### src/rtl/hcs_pkg.sv
package hcs_pkg;
  localparam int HREG_W   = 16;
  localparam int PTR_W    = 32;
  localparam int CU_OP_W  = 4;
  localparam int RU_OP_W  = 3;
  localparam int CU_LSB   = 4;
  localparam int RU_LSB   = 0;
  localparam int MASK_BIT = 8;
  localparam int TRIG_BIT = 9;
  localparam int SWI_BIT  = 10;
  localparam int CUST_LSB = 6;
  localparam int RUST_LSB = 2;
  localparam logic [HREG_W-1:0] CAUSE_BITS = 16'hFD00;

  typedef enum logic [1:0] {
    A_STATUS = 2'd0,
    A_CMD    = 2'd1,
    A_PTR    = 2'd2,
    A_NONE   = 2'd3
  } haddr_e;
endpackage

### src/rtl/hcs_cause.sv
module hcs_cause
  import hcs_pkg::*;
#(
  parameter int W = HREG_W,
  parameter logic [W-1:0] KEEP = CAUSE_BITS
) (
  input  logic         clk,
  input  logic         rst_n,
  input  logic [W-1:0] set_vec,
  input  logic         ack_wr,
  input  logic [W-1:0] ack_vec,
  input  logic         mask,
  output logic [W-1:0] cause,
  output logic         irq
);
  logic [W-1:0] clr_eff;
  logic [W-1:0] cause_q;

  assign clr_eff = ack_wr ? ack_vec : '0;

  always_ff @(posedge clk or negedge rst_n) begin
    if (!rst_n) cause_q <= '0;
    else        cause_q <= ((cause_q & ~clr_eff) | set_vec) & KEEP;
  end

  assign cause = cause_q;
  assign irq   = (|cause_q) & ~mask;


  set_capture_chk: assert property (@(posedge clk) disable iff (!rst_n)
    ((set_vec & KEEP) != '0) |=> ((cause & $past(set_vec & KEEP)) == $past(set_vec & KEEP)));

  ack_clear_chk: assert property (@(posedge clk) disable iff (!rst_n)
    ack_wr |=> ((cause & $past(ack_vec & ~set_vec)) == '0));

  mask_irq_chk: assert property (@(posedge clk) disable iff (!rst_n)
    mask |-> !irq);
endmodule

### src/rtl/hcs_cmd_slot.sv
module hcs_cmd_slot #(
  parameter int OP_W  = 4,
  parameter int PTR_W = 32
) (
  input  logic             clk,
  input  logic             rst_n,
  input  logic             wr,
  input  logic [OP_W-1:0]  wop,
  input  logic [PTR_W-1:0] wptr,
  input  logic             ready,
  output logic             valid,
  output logic [OP_W-1:0]  op,
  output logic [PTR_W-1:0] ptr
);
  logic [OP_W-1:0]  op_q;
  logic [PTR_W-1:0] ptr_q;
  logic             busy;
  logic             take;
  logic             load;

  assign busy = (op_q != '0);
  assign take = busy && ready;
  assign load = !busy && wr && (wop != '0);

  always_ff @(posedge clk or negedge rst_n) begin
    if (!rst_n) begin
      op_q  <= '0;
      ptr_q <= '0;
    end else if (take) begin
      op_q  <= '0;
    end else if (load) begin
      op_q  <= wop;
      ptr_q <= wptr;
    end
  end

  assign valid = busy;
  assign op    = op_q;
  assign ptr   = ptr_q;


  capture_chk: assert property (@(posedge clk) disable iff (!rst_n)
    (!valid && wr && wop != '0) |=> (valid && op == $past(wop) && ptr == $past(wptr)));

  hold_chk: assert property (@(posedge clk) disable iff (!rst_n)
    (valid && !ready) |=> (valid && $stable(op) && $stable(ptr)));

  accept_clear_chk: assert property (@(posedge clk) disable iff (!rst_n)
    (valid && ready) |=> !valid);

  busy_ignore_chk: assert property (@(posedge clk) disable iff (!rst_n)
    (valid && !ready && wr) |=> (op == $past(op)));
endmodule

### src/rtl/host_cmd_stat.sv
module host_cmd_stat
  import hcs_pkg::*;
(
  input  logic                clk,
  input  logic                rst_n,
  input  logic                host_wr,
  input  logic [1:0]          host_addr,
  input  logic [PTR_W-1:0]    host_wdata,
  output logic [PTR_W-1:0]    host_rdata,
  input  logic [HREG_W-1:0]   ev_set,
  input  logic [1:0]          cu_state,
  input  logic [3:0]          ru_state,
  output logic                cu_valid,
  input  logic                cu_ready,
  output logic [CU_OP_W-1:0]  cu_op,
  output logic [PTR_W-1:0]    cu_ptr,
  output logic                ru_valid,
  input  logic                ru_ready,
  output logic [RU_OP_W-1:0]  ru_op,
  output logic [PTR_W-1:0]    ru_ptr,
  output logic                irq
);
  localparam int PAD_W = PTR_W - HREG_W;

  haddr_e           sel;
  logic             wr_stat, wr_cmd, wr_ptr;
  logic             swi_pulse;
  logic             mask_q;
  logic [PTR_W-1:0] ptr_q;
  logic [HREG_W-1:0] set_vec, cause, stat_word, cmd_word;

  assign sel     = haddr_e'(host_addr);
  assign wr_stat = host_wr && (sel == A_STATUS);
  assign wr_cmd  = host_wr && (sel == A_CMD);
  assign wr_ptr  = host_wr && (sel == A_PTR);

  assign swi_pulse = wr_cmd && host_wdata[TRIG_BIT];
  assign set_vec   = (ev_set | (HREG_W'(swi_pulse) << SWI_BIT)) & CAUSE_BITS;

  always_ff @(posedge clk or negedge rst_n) begin
    if (!rst_n) begin
      mask_q <= 1'b1;
      ptr_q  <= '0;
    end else begin
      if (wr_cmd) mask_q <= host_wdata[MASK_BIT];
      if (wr_ptr) ptr_q  <= host_wdata;
    end
  end

  hcs_cause #(.W(HREG_W), .KEEP(CAUSE_BITS)) u_cause (
    .clk     (clk),
    .rst_n   (rst_n),
    .set_vec (set_vec),
    .ack_wr  (wr_stat),
    .ack_vec (host_wdata[HREG_W-1:0]),
    .mask    (mask_q),
    .cause   (cause),
    .irq     (irq)
  );

  hcs_cmd_slot #(.OP_W(CU_OP_W), .PTR_W(PTR_W)) u_cu_slot (
    .clk   (clk),
    .rst_n (rst_n),
    .wr    (wr_cmd),
    .wop   (host_wdata[CU_LSB +: CU_OP_W]),
    .wptr  (ptr_q),
    .ready (cu_ready),
    .valid (cu_valid),
    .op    (cu_op),
    .ptr   (cu_ptr)
  );

  hcs_cmd_slot #(.OP_W(RU_OP_W), .PTR_W(PTR_W)) u_ru_slot (
    .clk   (clk),
    .rst_n (rst_n),
    .wr    (wr_cmd),
    .wop   (host_wdata[RU_LSB +: RU_OP_W]),
    .wptr  (ptr_q),
    .ready (ru_ready),
    .valid (ru_valid),
    .op    (ru_op),
    .ptr   (ru_ptr)
  );

  always_comb begin
    stat_word = cause;
    stat_word[CUST_LSB +: 2] = cu_state;
    stat_word[RUST_LSB +: 4] = ru_state;
    cmd_word = '0;
    cmd_word[CU_LSB +: CU_OP_W] = cu_op;
    cmd_word[RU_LSB +: RU_OP_W] = ru_op;
    cmd_word[MASK_BIT] = mask_q;
  end

  always_comb begin
    case (sel)
      A_STATUS: host_rdata = {{PAD_W{1'b0}}, stat_word};
      A_CMD:    host_rdata = {{PAD_W{1'b0}}, cmd_word};
      A_PTR:    host_rdata = ptr_q;
      default:  host_rdata = '0;
    endcase
  end


  swi_raise_chk: assert property (@(posedge clk) disable iff (!rst_n)
    swi_pulse |=> cause[SWI_BIT]);

  irq_follow_chk: assert property (@(posedge clk) disable iff (!rst_n)
    (!mask_q && cause != '0) |-> irq);
endmodule

### config.mk
export PLATFORM = sky130hd
export DESIGN_NAME = host_cmd_stat
export DESIGN_NICKNAME = d
export VERILOG_FILES = /design/src/rtl/hcs_pkg.sv /design/src/rtl/hcs_cause.sv /design/src/rtl/hcs_cmd_slot.sv /design/src/rtl/host_cmd_stat.sv
export SDC_FILE = /design/constraint.sdc
export NUM_CORES = 1
export LEC_CHECK = 0
export BUFFER_PORTS_ARGS = -buffer_cell sky130_fd_sc_hd__buf_4
export CAP_MARGIN = 30
export CELL_PAD_IN_SITES_DETAIL_PLACEMENT = 1
export CELL_PAD_IN_SITES_GLOBAL_PLACEMENT = 1
export CORE_ASPECT_RATIO = 1.4
export CORE_MARGIN = 1.5
export CORE_UTILIZATION = 29
export CTS_CLUSTER_SIZE = 25
export DETAILED_ROUTE_END_ITERATION = 8
export PLACE_DENSITY = 0.6
export SYNTH_ARGS = -nofsm -noshare
export SYNTH_HDL_FRONTEND = slang
export SYNTH_HIERARCHICAL = 1
export SYNTH_SLANG_ARGS = --single-unit
### constraint.sdc
create_clock -name clk -period 2.5 [get_ports clk]
set_input_delay 0.5 -clock clk [delete_from_list [all_inputs] [get_ports clk]]
set_output_delay 0.5 -clock clk [all_outputs]
set_load 0.005 [all_outputs]
Yosys cells after proc, flatten, opt, wreduce, memory -nomap -nowiden
Index checks and enable logic that the tools add are counted.
{"block": "word_totals", "reg_bits": 111, "latchBits": 0, "mem_bits_rw": 0, "rom_bits": 0, "input_bits": 61, "out_inout_bits": 106, "word_cells": 45, "mem_count": 0}
{"block": "op_classes", "n_addsub": 0, "multipliers": 0, "div_mod_pow": 0, "n_lt_le_gt_ge": 0, "n_eq_ne": 2, "shift": 0, "n_mux": 6, "bitwise": 8, "reduce_logical": 22}
{"cell": "$pmux W32 S3", "count": 1}
{"cell": "$and A16 B16 Y16", "count": 1}
{"cell": "$mux W16", "count": 1}
{"cell": "$not A16 Y16", "count": 1}
{"cell": "$or A16 B11 Y16", "count": 1}
{"cell": "$or A16 B16 Y16", "count": 1}
{"cell": "$logic_and A1 B1 Y1", "count": 10}
{"cell": "$mux W4", "count": 2}
{"cell": "$reduce_bool A4 Y1", "count": 2}
{"cell": "$reduce_or A7 Y1", "count": 1}
{"cell": "$mux W3", "count": 2}
{"cell": "$reduce_bool A3 Y1", "count": 2}
{"cell": "$reduce_and A2 Y1", "count": 2}
{"cell": "$reduce_bool A2 Y1", "count": 2}
{"cell": "$not A1 Y1", "count": 3}
{"cell": "$eq A2 B1 Y1 const B", "count": 1}
{"cell": "$eq A2 B2 Y1 const B", "count": 1}
{"cell": "$logic_not A1 Y1", "count": 2}
{"cell": "$logic_not A2 Y1", "count": 1}
{"cell": "$and A1 B1 Y1", "count": 1}

Longest topological paths before layout
Gate-level depths: netlist of run 1.
{"block": "logic_depth", "depth_word": 6, "depth_mapped": 6, "ltp_nobuf": 4}

Hierarchy
Netlist of run 1, hierarchy kept.
{"mod": "host_cmd_stat", "n_inst": 1, "cells_per_inst": 130, "area_per_inst_um2": 1681.6, "seq_area_each_um2": 827.0}
{"mod": "hcs_cmd_slot at u_ru_slot", "n_inst": 1, "cells_per_inst": 82, "area_per_inst_um2": 1492.7, "seq_area_each_um2": 875.8}
{"mod": "hcs_cmd_slot at u_cu_slot", "n_inst": 1, "cells_per_inst": 79, "area_per_inst_um2": 1441.4, "seq_area_each_um2": 900.9}
{"mod": "hcs_cause", "n_inst": 1, "cells_per_inst": 34, "area_per_inst_um2": 341.6, "seq_area_each_um2": 175.2}

Worst setup path before layout of run 1
OpenSTA, ideal clock, no wires.
{"block": "synth_timing", "kind": "input to register", "start": "input host_addr[1]", "end": "register u_cu_slot.ptr_q[0] (netlist: u_cu_slot/ptr[0])", "setup_ns": 0.125, "arrival_ns": 1.838, "t_required_ns": 2.375, "path_slack_ns": 0.537, "stages": 6, "n_path_buf": 2, "path_cell_list": "buf_6 and3b_1 o41ai_1 nor2_4 buf_6 mux2_4"}
{"block": "synth_between", "elab_chain_len": 5}
{"element": "start, declared", "line_no": "host_cmd_stat.sv:7", "source": "input logic [1:0] host_addr,"}
{"element": "$eq A2 B1 Y1", "line_no": "host_cmd_stat.sv:34", "source": "assign wr_cmd = host_wr && (sel == A_CMD);"}
{"element": "$logic_and A1 B1 Y1", "line_no": "host_cmd_stat.sv:34"}
{"element": "named net wr_cmd", "line_no": "host_cmd_stat.sv:26", "source": "logic wr_stat, wr_cmd, wr_ptr;"}
{"element": "$logic_and A1 B1 Y1 (2 in series)", "line_no": "hcs_cmd_slot.sv:23", "source": "assign load = !busy && wr && (wop != '0);"}
{"element": "$reduce_and A2 Y1 (no line)"}
{"element": "end signal, assigned", "line_no": "hcs_cmd_slot.sv:33", "source": "ptr_q <= wptr;"}
{"element": "end, declared", "line_no": "hcs_cmd_slot.sv:16", "source": "logic [PTR_W-1:0] ptr_q;"}
The timed path passes the listed nets, and every way through them passes these cells.
A chain may end at the register's enable or synchronous reset.

Worst setup path after layout of run 1
{"block": "layout_timing", "start": "input host_addr[0]", "end": "output host_rdata[2]"}
{"block": "layout_between", "elab_chain_len": 2, "word_cells_on_any_way": 4, "classes_between": "eq/ne (2); mux (1); reduce/logical (1)"}
{"element": "$eq A2 B2 Y1, or another cell as far along", "line_no": "host_cmd_stat.sv:96", "source": "case (sel)"}
{"element": "$pmux W32 S3 (*)", "line_no": "host_cmd_stat.sv:96"}
{"element": "end, declared", "line_no": "host_cmd_stat.sv:9", "source": "output logic [PTR_W-1:0] host_rdata,"}
Every way passes the cells marked *; elsewhere a longest branch is shown, timed or not.

==> results of run 1 <==
[final cells by class]
class	instances	area (sq um)	area share (%)
clock buffer	11	252.7	3.837
tap	203	254.0	3.856
sequential	111	2779	42.19
clock inverter	5	40.04	0.6079
inverter	5	18.77	0.2850
multi-input combinational	186	1936	29.39
timing repair buffer	169	1306	19.83
[cells in the final DEF (no fill, tap or decap), types with 2 or more instances in the layout]
cell,n
mux2i_1,16
a21oi_1,2
a22o_1,3
clkinv_4,3
inv_1,5
nand3_1,2
clkbuf_16,9
o2bb2ai_1,8
o21ai_0,2
clkbuf_8,2
dfrtp_1,110
a21o_1,8
conb_1,3
buf_12,3
buf_4,166
nor2_1,8
mux2_4,51
nand2_1,7
mux2_2,40
and2_1,16
mux2_1,6
[sequential cells by signal, indices dropped and copies added (netlist names)]
name           cells
ptr_q             32
u_cu_slot/ptr     32
u_ru_slot/ptr     32
u_cause/cause      7
u_cu_slot/op       4
u_ru_slot/op       3
mask_q             1
[worst max-delay path by stage]
stage	startpoint	endpoint	slack, ns	cells after the start
2_1_floorplan	host_addr[1]	u_cu_slot/ptr[0]	0.54	6
3_3_place_gp	host_addr[0]	host_rdata[8]	0.33	4
3_5_place_dp	host_addr[0]	host_rdata[2]	0.34	4
4_1_cts	host_addr[0]	host_rdata[2]	0.34	4
5_1_grt	host_addr[0]	host_rdata[1]	0.28	4
6_report	host_addr[0]	host_rdata[2]	0.39	4
[worst max-delay path: stages]
cell and delay [ns]:
buf_4 0.14, nor2b_1 0.62, o2bb2ai_1 0.21, buf_4 0.14
[metrics by stage]
step / setup slack (ns) / area [sq um] / hold WS, ns
after floorplan: 0.5374 / 4916 / 0.2044
after global placement: 0.3326 / 6294 / 0.4709
after detailed placement: 0.3409 / 6294 / 0.4774
after CTS: 0.3364 / 6586 / 0.2463
after global routing: 0.2831 / 6586 / 0.2661
final: 0.3861 / 6586 / 0.1951
[layer usage]
metal  vias up  global-route usage, %  wire length, um
met5         -                      0                0
met4         0                  4.643              153
met3        10                  3.427              589
met2        86                  26.71             6917
met1      1614                  17.91             5356
li1       1451                      -                -
[power groups by stage]
stage	Sequential, uW	Clock (uW)	Combinational, uW
detailed placement	2860	0	2130
global placement	2830	0	2090
floorplan	2800	0	943
global route	2920	1560	2250
CTS	2840	1470	2130
finish	2830	1410	2080
==> results.json, run 1 <==
{
  "setup_viol": 0,
  "tritoncts": "built",
  "cts-resized-gates": 0,
  "cp-end-kind": "output port",
  "p_sw_share_pct": 27.54,
  "crit_fanout": 9,
  "max-clock-path-buffers": 2,
  "grt_pass1_vias": 3508,
  "final_util_pct": 39.50,
  "r2r_setup_slack_ns": 0.56,
  "clk_latency_ns": 0.35,
  "r2r_start": "u_cu_slot/op[1]",
  "placedCellCount": 674,
  "fin_tns_setup_ns": 0,
  "finalCritPeriodShare_pct": 84.55,
  "post_cts_buffers": 0,
  "grt_first_pass_wirelength_um": 20170,
  "p_sw_uw": 1739,
  "min_path_type": "input pin to asynchronous set/reset pin",
  "max_slew_margin_pct": 50.65,
  "dr.pass1.iters": 4,
  "finClkSkew_ns": 0.01013,
  "n_antenna_cell": 0,
  "cts-root-buf": "clkbuf_16",
  "routed_wl_um": 13020,
  "dieArea_sq_um": 17730,
  "crit_type": "input pin to output port",
  "leakagePower_uw": 0.003153,
  "fmax_mhz": 473.1,
  "syn_to_final_growth_pct": 34.18,
  "antenna_found_initial": 0,
  "ctsHoldBuffers": 0,
  "grt_overflow": 0,
  "worstMarginPinSlew_ns": 0.7387,
  "cts.sinks": 111,
  "layout.cells.non_filler": 690,
  "maxCapViolations": 0,
  "hold_viol_final": 0,
  "total_power_uw": 6313,
  "power_density_nw_per_um2": 958.6,
  "start_util_pct": 29.43,
  "pin_count": 167,
  "rows": 56,
  "ant_nets": 0,
  "hpwl_um": 9026,
  "p_int_uw": 4575,
  "wl_per_cell_um": 18.86,
  "core_sq_um": 16680,
  "yosys_warnings": 6,
  "nFillCells": 1790,
  "die_h_um": 156.9,
  "drc": 0,
  "nets": 543,
  "syn_inst": 318,
  "fin_crit_ns": 2.114,
  "pwr-share-comb_pct": 33.0,
  "slew_violations": 0,
  "drt_iter0_markers": 58,
  "cp-start-kind": "input pin",
  "rsz0062_at_grt": "no",
  "htree_levels": 3,
  "ff2ff_path_depth": 4,
  "fp.dieW_um": 113.0,
  "grt_max_degree": 112,
  "status": "complete, no violations",
  "grt_use_total_pct": 14.96,
  "vias": 3161,
  "cts_made_buffers": 9,
  "gp_congestion": 0.6988,
  "final_layout_size_suffix_gt1_share_pct": 58.11,
  "path_clk_slew_ns": 0.08,
  "syn_area_per_cell_sq_um": 15.44,
  "avgViaCountPerCell": 4.581,
  "p_clk_share_pct": 22.3,
  "seqPwrFrac_pct": 44.8,
  "required_ns": 2.00,
  "r2r_end": "u_cu_slot/ptr[25]",
  "synth_area_sq_um": 4908,
  "io_buffers": 157,
  "ir_worst_vdd_mv": 0.4574,
  "arrival_ns": 1.61
}
Power figures use the tool's default switching activity.
==> inputs of run 2 (changes only) <==
--- a/config.mk
+++ b/config.mk
@@ -14,7 +14,7 @@
 export CORE_UTILIZATION = 29
 export CTS_CLUSTER_SIZE = 25
 export DETAILED_ROUTE_END_ITERATION = 8
-export PLACE_DENSITY = 0.6
+export PLACE_DENSITY = 0.62
 export SYNTH_ARGS = -nofsm -noshare
 export SYNTH_HDL_FRONTEND = slang
 export SYNTH_HIERARCHICAL = 1
==> constraint.sdc (replaced) <==
create_clock -name clk -period 1.9 [get_ports clk]
set_input_delay 0.38 -clock clk [delete_from_list [all_inputs] [get_ports clk]]
set_output_delay 0.38 -clock clk [all_outputs]
set_load 0.005 [all_outputs]
==> run 2 against run 1 <==
Combinational power up 34%. Sequential share of layout area down 0.89 points. Final cell count up 1.3%. Non-clock buffer count up 11. Register-to-register slack worse by 0.52 ns. Routed wire length down 1.2%. Clock skew down 0.0012 ns. Via count up 1.3%. Cell area up 2.2%. Critical path depth unchanged. Critical path type is now flop to flop. Largest power group unchanged. Highest routed layer unchanged.
==> results.json, run 2 (synthesis results as in run 1) <==
{
  "fin_crit_ns": 1.857,
  "cts_made_buffers": 9,
  "htree_levels": 3,
  "ctsHoldBuffers": 0,
  "nets": 554,
  "wl_per_cell_um": 18.39,
  "pwr-share-comb_pct": 32.8,
  "crit_path_top_delay_cell": "or4_4",
  "highest_layer": "met4",
  "rsz0062_at_grt": "no",
  "arrival_ns": 2.09,
  "cts.sinks": 111,
  "hold_viol_final": 0,
  "drc": 0,
  "fin_tns_setup_ns": 0,
  "p_int_uw": 6215,
  "dieArea_sq_um": 17730,
  "finalCritPeriodShare_pct": 97.73,
  "ir_worst_vdd_mv": 0.4320,
  "start_util_pct": 29.43,
  "slew_violations": 0,
  "leakagePower_uw": 0.003226,
  "drt_iter0_markers": 74,
  "dr_wl_met2_um": 6904,
  "avgViaCountPerCell": 4.581,
  "dr.pass1.iters": 4,
  "worstMarginPinSlew_ns": 0.6539,
  "cp_top_family": "simple AND/OR/NAND/NOR gates",
  "gp_congestion": 0.7672,
  "crit_type": "flop to flop",
  "grt_overflow": 0,
  "grt_first_pass_wirelength_um": 19950,
  "syn_to_final_growth_pct": 37.09,
  "mostFrequentLayoutCell": "buf_4",
  "n_antenna_cell": 0,
  "cts-root-buf": "clkbuf_16",
  "wl_met1_um": 5205,
  "cts-resized-gates": 0,
  "required_ns": 2.14,
  "grt_max_degree": 112,
  "cp-end-kind": "flop",
  "core_sq_um": 16680,
  "power_density_nw_per_um2": 1259,
  "antenna_found_initial": 0,
  "path_clk_slew_ns": 0.07,
  "setup_viol": 0,
  "max_slew_margin_pct": 56.41,
  "final_util_pct": 40.35,
  "wl_met3_um": 580,
  "cp_num_buf_inv": 1,
  "cp-start-kind": "flop",
  "final_layout_size_suffix_gt1_share_pct": 58.87,
  "pin_count": 167,
  "ant_nets": 0,
  "post_cts_buffers": 0,
  "clk_latency_ns": 0.35,
  "routed_wl_um": 12860,
  "fp.dieW_um": 113.0,
  "rows": 56,
  "maxCapViolations": 0,
  "layout_common_cells": "buf_4 (173), dfrtp_1 (110), mux2_4 (51)",
  "max_stage_delay_ns": 0.57,
  "io_buffers": 157,
  "seqPwrFrac_pct": 43.9,
  "min_path_type": "input pin to asynchronous set/reset pin",
  "tritoncts": "built",
  "grt_use_total_pct": 14.67,
  "p_sw_share_pct": 26.61,
  "crit_chain": "or4_4, nor2_4, buf_4, mux2_2",
  "p_sw_uw": 2254,
  "fmax_mhz": 538.5,
  "max-clock-path-buffers": 2,
  "grt_pass1_vias": 3615,
  "p_clk_share_pct": 23.3,
  "crit_fanout": 8,
  "die_h_um": 156.9,
  "hpwl_um": 9332,
  "status": "complete, no violations",
  "vias": 3202,
  "finClkSkew_ns": 0.008919
}
## run 2: cell count changes in the layout (fill, tap and decap cells not counted), sizes merged
cell,change
buf,+11
inv,-1
bufinv,+2
clkinv,-3
clkbuf,-1
clkinvlp,+1
## run 2: cell type report
type                            instances  area (sq um)
Clock buffer                           10         229.0
Fill cell                            1790          9947
Inverter                                5         18.77
Multi-Input combinational cell        186          1937
Timing Repair Buffer                  180          1439
Tap cell                              203         254.0
Sequential cell                       111          2779
Clock inverter                          4         72.57
## run 2: worst reg2reg max path, delay by kind of cell, from the launching register on
kind	cells	cell delay, ns
multiplexers	1	0.36
buffers and inverters	1	0.23
flip-flops	1	0.39
AND/OR/NAND/NOR	2	0.77
## run 2: path summary, 6_finish.rpt
| path | depth (start not counted) | start | slack, ns | to |
|---|---|---|---|---|
| min in group clk | 2 | ev_set[12] | 0.21 | u_cause/cause[12] |
| max in group asynchronous | 2 | rst_n | 1.30 | u_ru_slot/ptr[20] |
| max | 4 | u_cu_slot/op[1] | 0.04 | u_cu_slot/ptr[26] |
| min | 2 | rst_n | 0.06 | u_ru_slot/ptr[4] |
| min reg2reg | 1 | u_cu_slot/ptr[18] | 0.50 | u_cu_slot/ptr[18] |
| max reg2reg | 4 | u_cu_slot/op[1] | 0.04 | u_cu_slot/ptr[26] |
## run 2: routing by layer
layer,track usage [%],vias up
met2,26.66,89
li1,-,1456
met4,4.226,0
met3,3.774,9
met1,17.04,1648
met5,0,-
## run 2: power groups by stage
stage               sequential (uW)  combinational (uW)  clock [uW]
CTS                            3740                2840        2050
floorplan                      3690                1240           0
finish                         3720                2780        1980
detailed placement             3760                2830           0
global placement               3720                2780           0
global route                   3840                3000        2110
## run 2: through the flow
step           setup WS (ns)  total power, uW  instances  hold slack [ns]  cell area, sq um
4_1_cts             0.006124             8625        699           0.1419              6728
2_1_floorplan        0.05737             4930        320          0.08441              4916
3_5_place_dp        0.009999             6594        685           0.4815              6426
3_3_place_gp         0.03528             6502        685           0.4714              6426
6_report             0.04312             8470        699          0.06097              6729
5_1_grt             0.004467             8951        699           0.1560              6729
==> inputs of run 3 (changes only) <==
--- a/config.mk
+++ b/config.mk
@@ -11,10 +11,10 @@
 export CELL_PAD_IN_SITES_GLOBAL_PLACEMENT = 1
 export CORE_ASPECT_RATIO = 1.4
 export CORE_MARGIN = 1.5
-export CORE_UTILIZATION = 29
+export CORE_UTILIZATION = 36
 export CTS_CLUSTER_SIZE = 25
 export DETAILED_ROUTE_END_ITERATION = 8
-export PLACE_DENSITY = 0.62
+export PLACE_DENSITY = 0.74
 export SYNTH_ARGS = -nofsm -noshare
 export SYNTH_HDL_FRONTEND = slang
 export SYNTH_HIERARCHICAL = 1
==> run 3 against run 2 <==
Sequential share of layout area grew 0.51 points. Utilization grew 9.5 points. Register-to-register slack is essentially flat. Sequential cell count is the same. First-iteration DRC count shrank 16%. Routed wire length shrank 2.2%. Combinational power is essentially flat. Critical path type unchanged. Highest routed layer unchanged.
==> results.json, run 3 (synthesis results as in run 1) <==
{
  "hold_viol_final": 0,
  "multiInputGateArea_sq_um": 1937,
  "htree_levels": 3,
  "antenna_found_initial": 0,
  "grt_overflow": 0,
  "dieArea_sq_um": 14350,
  "maxCapViolations": 0,
  "power_density_nw_per_um2": 1264,
  "use_met3_pct": 3.570,
  "leakagePower_uw": 0.003191,
  "rows": 50,
  "layout.cells.non_filler": 675,
  "syn_to_final_growth_pct": 35.43,
  "ff_latch_area_sq_um": 2779,
  "status": "complete, no violations",
  "start_util_pct": 36.84,
  "cts-root-buf": "clkbuf_16",
  "required_ns": 2.12,
  "final_layout_size_suffix_gt1_share_pct": 58.42,
  "tritoncts": "built",
  "rsz0062_at_grt": "no",
  "cp-end-kind": "flop",
  "routed_wl_um": 12570,
  "grt_first_pass_wirelength_um": 19510,
  "placedCellCount": 659,
  "n_antenna_cell": 0,
  "ff2ff_path_depth": 4,
  "fp.dieW_um": 101.7,
  "layout_common_cells": "buf_4 (169), dfrtp_1 (110), mux2_4 (51)",
  "cts.sinks": 111,
  "grt_max_degree": 112,
  "cp-start-kind": "flop",
  "nets": 549,
  "drc": 0,
  "pin_count": 167,
  "dr.pass1.iters": 5,
  "max_slew_margin_pct": 58.83,
  "r2r_end": "u_cu_slot/ptr[21]",
  "grt_pass1_vias": 3592,
  "max-clock-path-buffers": 2,
  "core_sq_um": 13330,
  "avgViaCountPerCell": 4.797,
  "wl_per_cell_um": 18.62,
  "worstMarginPinSlew_ns": 0.6176,
  "fmax_mhz": 542.4,
  "crit_type": "flop to flop",
  "fin_hold_ws_ns": 0.08587,
  "cts_made_buffers": 9,
  "grt_use_total_pct": 17.88,
  "clk_latency_ns": 0.35,
  "hpwl_um": 9008,
  "path_clk_slew_ns": 0.08,
  "arrival_ns": 2.07,
  "min_path_type": "input pin to asynchronous set/reset pin",
  "fin_crit_ns": 1.844,
  "ant_nets": 0,
  "busiest_layer": "met2",
  "mostFrequentLayoutCell": "buf_4",
  "die_h_um": 141.2,
  "finClkSkew_ns": 0.01645,
  "gp_congestion": 0.7633,
  "met2_usage_pct": 32.00,
  "nFillCells": 1381,
  "r2r_setup_slack_ns": 0.06,
  "crit_fanout": 16,
  "finalCritPeriodShare_pct": 97.03,
  "drt_iter0_markers": 62,
  "vias": 3238,
  "io_buffers": 157,
  "r2r_start": "u_cu_slot/op[1]",
  "ir_worst_vdd_mv": 0.5448,
  "met1_usage_pct": 21.03,
  "fin_tns_setup_ns": 0,
  "slew_violations": 0,
  "setup_viol": 0
}
## run 3: cell count changes in the layout (fill, tap and decap cells not counted), sizes merged
cell / previous run / this run
buf: 180 / 175
clkbuf: 10 / 11
bufinv: 2 / 1
inv: 5 / 7
## run 3: final cells by class
cell class	instances	area share (%)
sequential	111	41.80
multi-input combinational	186	29.14
timing repair buffer	175	20.89
clock buffer	11	3.501
tap	182	3.426
clock inverter	5	0.9599
inverter	5	0.2823
## run 3: critical path, stage by stage, from the launching register on
cell	delay (ns)
dfrtp_1	0.39
or4_4	0.58
nor2_4	0.21
buf_12	0.20
mux2_1	0.34
## run 3: worst max-delay path by stage
stage	start	end	slack (ns)	depth (start not counted)
floorplan	host_addr[1]	u_cu_slot/ptr[0]	0.06	6
global placement	host_addr[0]	host_rdata[29]	0.01	4
detailed placement	host_addr[0]	host_rdata[29]	0.03	4
CTS	host_addr[0]	host_rdata[29]	0.02	4
global route	u_cu_slot/op[0]	u_cu_slot/ptr[21]	0.01	4
finish	u_cu_slot/op[1]	u_cu_slot/ptr[21]	0.06	4
## run 3: stage by stage
step                util, %  worst slack (ns)  instance area, sq um  total power (uW)
floorplan                 -           0.05737                  4916              4930
global placement      47.65           0.01008                  6350              6458
detailed placement    47.65           0.02676                  6350              6584
CTS                   49.88           0.02344                  6646              8544
global route          49.89           0.01456                  6648              8866
finish                49.89           0.05644                  6648              8406
## run 3: power breakdown
group          internal [uW]  switching [uW]
logic                   1910             873
clock network           1040             868
registers               3160             562
total                   6100            2300
## run 3: what timing repair did
| item | CTS | global route |
|---|---|---|
| endpoints found under the setup margin | 0 | 6 |
| hold buffers | 0 | 0 |
| gates resized for setup | 0 | 1 |
| setup buffers | 0 | 0 |
## run 3: per-layer routing
metal  routed length (um)  up-vias
met5                    0        -
met4                  153        0
met3                  595        9
met2                 6944       89
met1                 4872     1687
li1                     -     1453
